`config.mk`:
```
export PLATFORM = sky130hd
export DESIGN_NAME = wake_interval_timer
export DESIGN_NICKNAME = d
export VERILOG_FILES = /design/src/rtl/wake_interval_timer.sv
export SDC_FILE = /design/constraint.sdc
export NUM_CORES = 1
export LEC_CHECK = 0
export ABC_AREA = 1
export BUFFER_PORTS_ARGS = -buffer_cell sky130_fd_sc_hd__clkbuf_2
export CAP_MARGIN = 20
export CORE_AREA = 10 10 101 103
export CTS_BUF_LIST = sky130_fd_sc_hd__clkbuf_8
export CTS_CLUSTER_DIAMETER = 80
export DETAILED_ROUTE_END_ITERATION = 7
export DIE_AREA = 0 0 111 113
export HOLD_SLACK_MARGIN = 0.15
export PLACE_DENSITY = 0.66
export SKIP_LAST_GASP = 1
export SLEW_MARGIN = 20
export SYNTH_ARGS = -nofsm -noshare
export SYNTH_HDL_FRONTEND = slang
export SYNTH_SLANG_ARGS = --single-unit
```
`constraint.sdc`:
```
create_clock -name clk -period 1.62 [get_ports clk]
set_input_delay 0.324 -clock clk [delete_from_list [all_inputs] [get_ports clk]]
set_output_delay 0.324 -clock clk [all_outputs]
set_load 0.01 [all_outputs]
```
`src/rtl/wake_interval_timer.sv`:
```
module wake_interval_timer #(
  parameter logic [7:0] A_CTRL = 8'h94,
  parameter logic [7:0] A_LO   = 8'h95,
  parameter logic [7:0] A_HI   = 8'h96
) (
  input  logic       clk,
  input  logic       rst_n,
  input  logic       wr_en,
  input  logic [7:0] addr,
  input  logic [7:0] wdata,
  output logic [7:0] rdata,
  input  logic       tick_slow,
  input  logic       tick_fast,
  input  logic       wake_ie,
  input  logic       stby_ok,
  output logic       irq
);
  localparam int CW = 16;

  logic          run_w, wup_w, test_w, load_w, set_w, set_prev, pend_q, cpl_q;
  logic [1:0]    z_w, z_a;
  logic [7:0]    lo_w, hi_w;
  logic          run_a, wup_a;
  logic [CW-1:0] rel_a, cnt_a;

  wire wr_ctrl  = wr_en && addr == A_CTRL;
  wire set_rise = set_w & ~set_prev;
  wire tick_sel = test_w ? tick_fast : tick_slow;
  wire step     = run_a & tick_sel;
  wire expire   = step && cnt_a <= CW'(1);

  always_ff @(posedge clk or negedge rst_n) begin
    if (!rst_n) begin
      {run_w, wup_w, test_w, load_w, set_w, set_prev, pend_q, cpl_q} <= '0;
      z_w  <= '0;
      lo_w <= '0;
      hi_w <= '0;
    end else begin
      set_prev <= set_w;
      pend_q   <= set_rise;
      if (wr_ctrl) begin
        run_w  <= wdata[7];
        wup_w  <= wdata[6];
        test_w <= wdata[5];
        z_w    <= wdata[3:2];
        load_w <= wdata[1];
        set_w  <= wdata[0];
      end
      if (wr_en && addr == A_LO) lo_w <= wdata;
      if (wr_en && addr == A_HI) hi_w <= wdata;
      if (pend_q)                    cpl_q <= 1'b1;
      else if (wr_ctrl && !wdata[4]) cpl_q <= 1'b0;
    end
  end

  always_ff @(posedge clk or negedge rst_n) begin
    if (!rst_n) begin
      run_a <= 1'b0;
      wup_a <= 1'b0;
      z_a   <= '0;
      rel_a <= '0;
      cnt_a <= '0;
    end else begin
      if (set_rise) begin
        run_a <= run_w;
        z_a   <= z_w;
        rel_a <= {hi_w, lo_w};
        wup_a <= wup_w | expire;
      end else if (expire) begin
        wup_a <= 1'b1;
      end
      if (set_rise && load_w) cnt_a <= {hi_w, lo_w};
      else if (step)          cnt_a <= expire ? rel_a : cnt_a - CW'(1);
    end
  end

  always_comb begin
    case (addr)
      A_CTRL:  rdata = {run_w, wup_a, test_w, cpl_q, z_a, load_w, set_w};
      A_LO:    rdata = lo_w;
      A_HI:    rdata = hi_w;
      default: rdata = '0;
    endcase
  end

  assign irq = (wup_a & wake_ie & stby_ok) | (cpl_q & wake_ie);
endmodule


```
======== Yosys cells after proc, flatten, opt, wreduce, memory -nomap -nowiden ========
Index checks and enable logic that the tools add are counted.
operators by class
  muxes and demuxes ....................... 9
  equality and inequality tests ........... 3
  $lt $le $gt $ge ......................... 1
  bitwise gates (word level) .............. 8
  reduce and logical (&&, ||, !) cells .... 10
  add/subtract/negate cells ............... 1
operators with widths
  operator                                               number
  2-to-1 mux 16 bit                                      3
  == test 8 bit (second input constant)                  3
  case mux 8 bit (3 select lines)                        1
  <= comparator 16 x 1 -> 1 bit (second input constant)  1
  subtractor 16 x 1 -> 16 bit (second input constant)    1
  logical AND 1 bit                                      6
  nonzero test 2 bit                                     3
  bitwise AND 1 bit                                      5
  2-to-1 mux 1 bit                                       5
  OR 1 bit                                               2
  logical NOT 1 bit                                      1
  NOT 1 bit                                              1
storage, ports and cells
  flip-flop bits (word level) ............. 62
  word-level logic and storage cells ...... 48
  output and inout bits ................... 9
  input port bits ......................... 23

======== Longest topological paths before layout ========
Gate-level depths: netlist (run 1).
  word-level depth ........................ 6
  depth in mapped cells ................... 11
  mapped depth without buffers ............ 10

======== Worst setup path after synthesis (run 1) ========
No wires, ideal clock.
  path kind ............................... flip-flop to flip-flop
  start point ............................. register cnt_a[0]
  end point ............................... register cnt_a[8]
  data required time ...................... 1.504 ns
  setup time .............................. 0.116 ns
  setup slack ............................. 0.062 ns
  arrival time ............................ 1.442 ns
  cell stages (with the launch flop) ...... 12
  clock period less this slack ............ 1.558 ns
  buffers on the path ..................... 1
  cells stage by stage .................... dfrtp_1 > inv_1 > ha_1 > or2_1 > nand3_2 > nor2_8 > nand2_4 > buf_6 > nand2_2 > nand2_1 > nand2_1 > nand2_1
between the ends
  longest elaborated chain between the ends .. 5
  elaborated cells on any way between the ends .. 6
  those cells by class .................... add/sub (1); order compare (1); mux (3); reduce/logical (1)
ends and longest elaborated chain
  element                             line  RTL
  start, declared                     24    logic [CW-1:0] rel_a, cnt_a;
  start signal, assigned              72    if (set_rise && load_w) cnt_a <= {hi_w, lo_w};
  start signal, assigned              73    else if (step) cnt_a <= expire ? rel_a : cnt_a - CW'(1);
  <= comparator 16 x 1 -> 1 bit       30    wire expire = step && cnt_a <= CW'(1);
  logical AND 1 bit                   30
  2-to-1 mux 16 bit (*) (2 in a row)  73
  2-to-1 mux 16 bit (*)               72
Mark *: on every way between the ends. The rest lies on a longest branch, timed or not. The select of a mux whose other input is x is not followed.
A chain may end at the register's enable or synchronous reset.

======== Worst setup path in the final report (run 1) ========
  start point ............................. register cnt_a[0]
  end point ............................... register cnt_a[10]
The elaborated chain is that of the path after synthesis.

==> impl_metrics.csv, run 1 <==
group,metric,value,unit
final_layout,num_antenna_cells,0,
sta,fin_ws,-0.0945,ns
setup_path,reg2reg_depth,11,
die,core_area,0.00813,mm2
routing,drc,0,
place,place_ws,-0.00128,ns
clock_network,cts_tree,"yes",
power,leakage,2.26,nW
routing,viasPerCell,5.28,
place,hpwl,7.20,mm
sta,hold_violations,0,
power,p_sw,1.84,mW
setup_path,crit_start,"cnt_a[0]$_DFFE_PN0P_",
global_routing,antenna_found_initial,0,
yosys,synth_top_cell_area_share,44.5,%
final_layout,fillers,738,
clock_network,cts_sinks,62,
power,p_total,5.24,mW
yosys,yosys_warnings,0,
setup_path,crit_type,"flip-flop to flip-flop",
setup_path,critPathRequiredTime,1.85,ns
sta,worstMarginPinSlew,0.468,ns
global_routing,grt.overflow.total,0,
setup_path,crit_path_max_fanout,6,
sta,maxSlewHeadroom,68.8,%
sta,period_needed,1.71,ns
die,placementRows,33,
die,dieHeight,113,um
clock_network,clock_latency,0.34,ns
yosys,synthTopCellsByArea,"dfrtp_1 (45%), nand2_1 (14%), inv_1 (7.2%), nand3_1 (6.5%), o21ai_0 (3.6%)",
setup_path,reg2reg_to,"cnt_a[10]$_DFFE_PN0P_",
setup_path,r2r_slack,-0.09,ns
final_layout,drive_above_1_share,28.1,%
routing,wirelength,10.1,mm
die,die_x,111,um
clock_network,cts_inserted_buffers,9,
yosys,ys_ff_latch,62,
power,p_sw_share,35.2,%
sta,setup_violations,17,
global_routing,grt_pass1_wl,15.9,mm
sta,fmax,583,MHz
yosys,synth-seq-area-share,44.5,%
place,dp_cells,605,
clock_network,cts.htree.levels,3,
global_routing,grt_max_degree,30,
place,io_buffers,31,
yosys,ys_types,33,
sta,finalClockSkew,0.00900,ns
flow_run,cap_violations,0,
final_layout,layout_common_cells,"nand2_1 (127), inv_1 (65), dfrtp_1 (62)",
final_layout,area_growth,29.1,%
power,pwr-share-comb,27.5,%
routing,first_pass_iters,5,
final_layout,fin_nets,544,
yosys,syn_area,0.00349,mm2
routing,drtIter0Drc,208,
setup_path,cp-endpoint,"cnt_a[10]$_DFFE_PN0P_",
power,p_int,3.39,mW
yosys,syn_area_per_cell,7.56,um2
die,die_area,0.0125,mm2
die,ioPinCount,32,
clock_network,clockBufferDepth,2,
setup_path,start_kind,"flip-flop",
yosys,yosys.area.top_type,"dfrtp_1",
final_layout,final_common_cell,"nand2_1",
die,start_util,42.9,%
final_layout,fin_cells,629,
power,ir_worst_vdd,0.606,mV
yosys,synthCells,461,
place,place_congestion,0.930,
global_routing,grt_usage,15.4,%
sta,drv_slew,0,
power,clockPowerShare,29.1,%
power,seqPwrFrac,43.4,%
global_routing,grt_pass1_vias,3270,
run_status,violations,"setup timing",
clock_network,cts_root_buf,"clkbuf_8",
setup_path,worstSetupEndpointType,"flip-flop",
run_status,status,"finished, violations left",
routing,post_drt_wl_per_cell,16.0,um
setup_path,arrival,1.95,ns
min_path,hold_class,"input pin to flip-flop",
sta,rsz0062_at_grt,"true",
setup_path,timing.rr.start,"cnt_a[0]$_DFFE_PN0P_",
routing,vias,3322,
clock_network,clk_pin_slew,0.08,ns
routing,ant_nets,0,
power,p_per_area,1160,mW/mm2
sta,finalCritPeriodShare,106,%
yosys,syn-num-nets,486,
-- layout make-up --
cell class / instances / area (um2) / area share (%)
Timing Repair Buffer: 60 / 502 / 11.1
Inverter: 79 / 297 / 6.59
Multi-Input combinational cell: 307 / 1800 / 39.9
Sequential cell: 62 / 1550 / 34.5
Clock buffer: 9 / 124 / 2.75
Tap cell: 105 / 131 / 2.92
Clock inverter: 7 / 98.8 / 2.20
-- cell usage after synthesis --
cell type  count
o21ai_1       16
clkbuf_1       6
buf_2          2
dfrtp_1       62
ha_1           2
nand3_1       45
a21oi_1        5
nor2_8         2
a21oi_4        1
nand3_2        4
o21bai_1       3
nor2_4         5
nor3_2         1
o22ai_1       14
nand4_1        2
a21boi_0       1
buf_4          4
or2_1          1
inv_2         11
nand2_4        2
nor2_2         3
o21ai_2        1
o221ai_1       8
o211ai_1       1
nand2_1      133
buf_6          2
clkinv_1       1
inv_1         67
o21ai_0       25
nand2_2        5
nor3_1         1
nand3b_4       1
nor2_1        24
-- worst min-delay path by stage --
stage | start | to | slack, ns | cells past startpoint
detailed placement | rst_n | cnt_a[13]$_DFFE_PN0P_ | 0.30 | 1
CTS | wdata[2] | hi_w[2]$_DFFE_PN0P_ | 0.22 | 3
finish | wdata[6] | hi_w[6]$_DFFE_PN0P_ | 0.24 | 3
global placement | rst_n | cnt_a[13]$_DFFE_PN0P_ | 0.29 | 1
global route | wdata[6] | hi_w[6]$_DFFE_PN0P_ | 0.24 | 3
floorplan | rst_n | cnt_a[0]$_DFFE_PN0P_ | 0.03 | 0
-- logic make-up after synthesis --
| family | share of synthesized area (%) |
|---|---|
| AOI/OAI and AO/OA | 12.9 |
| adders and majority gates | 0.718 |
| buffers and inverters | 10.9 |
| DFF | 44.5 |
| and+or+nand+nor | 30.9 |
-- power by group through the flow --
stage	logic, mW	registers, mW	clock network (mW)
after floorplan	0.875	2.21	0
after global placement	1.24	2.27	0
after detailed placement	1.27	2.28	0
after CTS	1.28	2.25	1.56
after global routing	1.63	2.31	1.63
final	1.44	2.27	1.53
-- routing by layer --
| layer | global-route usage [%] | vias up | part of all wire [%] |
|---|---|---|---|
| li1 | - | 1593 | - |
| met1 | 18.8 | 1580 | 43 |
| met2 | 25.3 | 117 | 48 |
| met3 | 4.44 | 32 | 6.3 |
| met4 | 5.56 | 0 | 2.5 |
| met5 | 0 | - | 0 |
-- worst max-delay path, cell delays in order, from the launching register on --
cell and delay, ns:
dfrtp_1 0.42, inv_2 0.11, ha_4 0.14, or2_1 0.11
nand3_2 0.11, nor2_8 0.26, buf_12 0.17, nand3_2 0.05
nand2_1 0.07, inv_1 0.05, nand2_1 0.06, nand2_1 0.06
-- sequential cells by signal, summed over array words and instances, names as in the netlist --
| register | cells |
|---|---|
| z_a | 2 |
| test_w | 1 |
| run_a | 1 |
| hi_w | 8 |
| wup_w | 1 |
| z_w | 2 |
| lo_w | 8 |
| pend_q | 1 |
| rel_a | 16 |
| run_w | 1 |
| cpl_q | 1 |
| load_w | 1 |
| set_w | 1 |
| set_prev | 1 |
| wup_a | 1 |
| cnt_a | 16 |
-- timing repair --
action	CTS	global route
resized for setup	0	61
hold buffers	1	0
gates cloned	0	3
pin swaps	1	22
buffers inserted	0	4
hold endpoints to repair	12	0
endpoints found under the setup margin	3	24
-- through the flow --
step                      hold slack [ns]  TNS (ns)  utilization [%]  area [um2]
after floorplan                    0.0284         0                -        3490
after global placement              0.295         0             48.4        3940
after detailed placement            0.302  -0.00128             48.4        3940
after CTS                           0.217         0             51.3        4170
after global routing                0.239     -2.21             55.3        4500
final                               0.239    -0.753             55.3        4500
(Power assumes the default switching activity.)
==> run 2: changes to the inputs <==
PLACE_DENSITY = 0.72   (was 0.66)
==> impl_metrics.csv, run 2 (same netlist as run 1, synthesis figures left out) <==
group,metric,value,unit
setup_path,crit_path_max_fanout,9,
die,placementRows,33,
routing,drtIter0Drc,242,
clock_network,cts_sinks,62,
setup_path,critPathSlowestCell,"dfrtp_1",
setup_path,crit_chain,"buf_6 > ha_4 > or2_1 > nand3_2 > nor2_8 > buf_6 > a21oi_1 > o21bai_1",
setup_path,start_kind,"flip-flop",
run_status,violations,"setup timing",
routing,viasPerCell,5.33,
sta,worstMarginPinSlew,0.399,ns
sta,period_needed,1.71,ns
global_routing,antenna_found_initial,0,
min_path,hold_class,"input pin to flip-flop",
setup_path,critPathRequiredTime,1.85,ns
final_layout,num_antenna_cells,0,
power,p_total,5.28,mW
die,die_area,0.0125,mm2
routing,post_drt_wl_per_cell,16.2,um
place,hpwl,6.63,mm
global_routing,grt_max_degree,63,
routing,top_layer,"met4",
final_layout,utilization,54.3,%
routing,first_pass_iters,5,
setup_path,max_stage_delay,0.42,ns
clock_network,cts_tree,"yes",
sta,hold_violations,0,
setup_path,crit_type,"flip-flop to flip-flop",
clock_network,clockBufferDepth,2,
final_layout,fin_nets,542,
routing,wl_met3,688,um
routing,wirelength,10.2,mm
clock_network,clock_latency,0.35,ns
place,place_ws,-0.0555,ns
die,die_x,111,um
power,ir_worst_vdd,0.534,mV
place,io_buffers,31,
setup_path,worstSetupEndpointType,"flip-flop",
power,p_per_area,1190,mW/mm2
clock_network,cts_inserted_buffers,9,
sta,fin_ws,-0.0863,ns
routing,met1_length,4.40,mm
global_routing,grt.overflow.total,0,
final_layout,final_common_cell,"nand2_1",
clock_network,cts.htree.levels,3,
run_status,status,"finished, violations left",
final_layout,drive_above_1_share,26.1,%
final_layout,multi_input_area,0.00178,mm2
clock_network,clk_pin_slew,0.08,ns
sta,finalClockSkew,0.00697,ns
final_layout,reg_top3,"cnt_a x16, rel_a x16",
setup_path,cp_common_cell,"buf_6",
die,ioPinCount,32,
routing,ant_nets,0,
final_layout,ff_latch_area,0.00155,mm2
die,dieHeight,113,um
flow_run,cap_violations,0,
global_routing,grt_pass1_vias,3150,
final_layout,fillers,745,
die,start_util,42.9,%
routing,drc,0,
place,place_congestion,0.897,
global_routing,grt_pass1_wl,15.3,mm
routing,vias,3343,
power,leakage,2.26,nW
global_routing,grt_usage,14.6,%
sta,drv_slew,0,
sta,maxSlewHeadroom,73.4,%
setup_path,arrival,1.93,ns
sta,whs,0.229,ns
sta,finalCritPeriodShare,105,%
clock_network,cts_root_buf,"clkbuf_8",
final_layout,layout_common_cells,"nand2_1 (129), inv_1 (63), dfrtp_1 (62)",
sta,setup_violations,16,
final_layout,area_growth,26.8,%
die,core_area,0.00813,mm2
routing,wl_met2,4.89,mm
sta,rsz0062_at_grt,"true",
sta,fmax,586,MHz
-- run 2: what timing repair did --
item | CTS | global route
gates cloned | 0 | 3
hold endpoints to repair | 62 | 0
hold buffers | 1 | 0
resized for setup | 1 | 59
setup endpoints to repair | 10 | 24
pin swaps | 1 | 15
setup buffers | 0 | 10
-- run 2: worst max-delay path: cells and delay by family (launching register included) --
kind / cells / cell delay (ns)
AND/OR/NAND/NOR: 3 / 0.44
AO/OA/AOI/OAI: 2 / 0.28
buffers and inverters: 2 / 0.28
flip-flops: 1 / 0.42
adder cells (fa/ha/maj): 1 / 0.15
-- run 2: area by class of cell --
cell class / count / area share, %
inverters: 79 / 6.88
clock buffers: 9 / 2.80
multi-input cells: 308 / 40.3
repair buffers: 57 / 9.60
flip-flops and latches: 62 / 35.1
clock inverters: 7 / 2.35
well taps: 105 / 2.97
-- run 2: worst paths after layout --
check	startpoint	slack, ns	cells past startpoint	endpoint
max	cnt_a[0]$_DFFE_PN0P_	-0.09	8	cnt_a[4]$_DFFE_PN0P_
max reg2reg	cnt_a[0]$_DFFE_PN0P_	-0.09	8	cnt_a[4]$_DFFE_PN0P_
max in group asynchronous	rst_n	0.82	3	rel_a[15]$_DFFE_PN0P_
min in group asynchronous	rst_n	0.53	3	cnt_a[9]$_DFFE_PN0P_
min reg2reg	set_w$_DFFE_PN0P_	0.46	0	set_prev$_DFF_PN0_
min	wdata[2]	0.23	3	lo_w[2]$_DFFE_PN0P_
-- run 2: where the power goes --
part | leakage [nW] | switching, mW | total, mW | internal (mW)
Sequential | 0.652 | 0.301 | 2.27 | 1.97
Combinational | 1.49 | 0.855 | 1.40 | 0.549
Clock | 0.115 | 0.712 | 1.60 | 0.891
Total | 2.26 | 1.87 | 5.28 | 3.41
-- run 2: layer usage --
metal	GRT usage, %	up-vias
met5	0	-
met4	6.68	0
met3	2.85	17
met2	22.7	149
met1	19.1	1579
li1	-	1598
-- run 2: stage by stage --
step / setup TNS (ns) / instance area [um2] / std cells
after global placement: 0 / 3830 / 597
after detailed placement: -0.0648 / 3830 / 597
final: -0.455 / 4420 / 627
after CTS: -0.0237 / 4070 / 614
after global routing: -2.07 / 4420 / 627
after floorplan: 0 / 3490 / 461
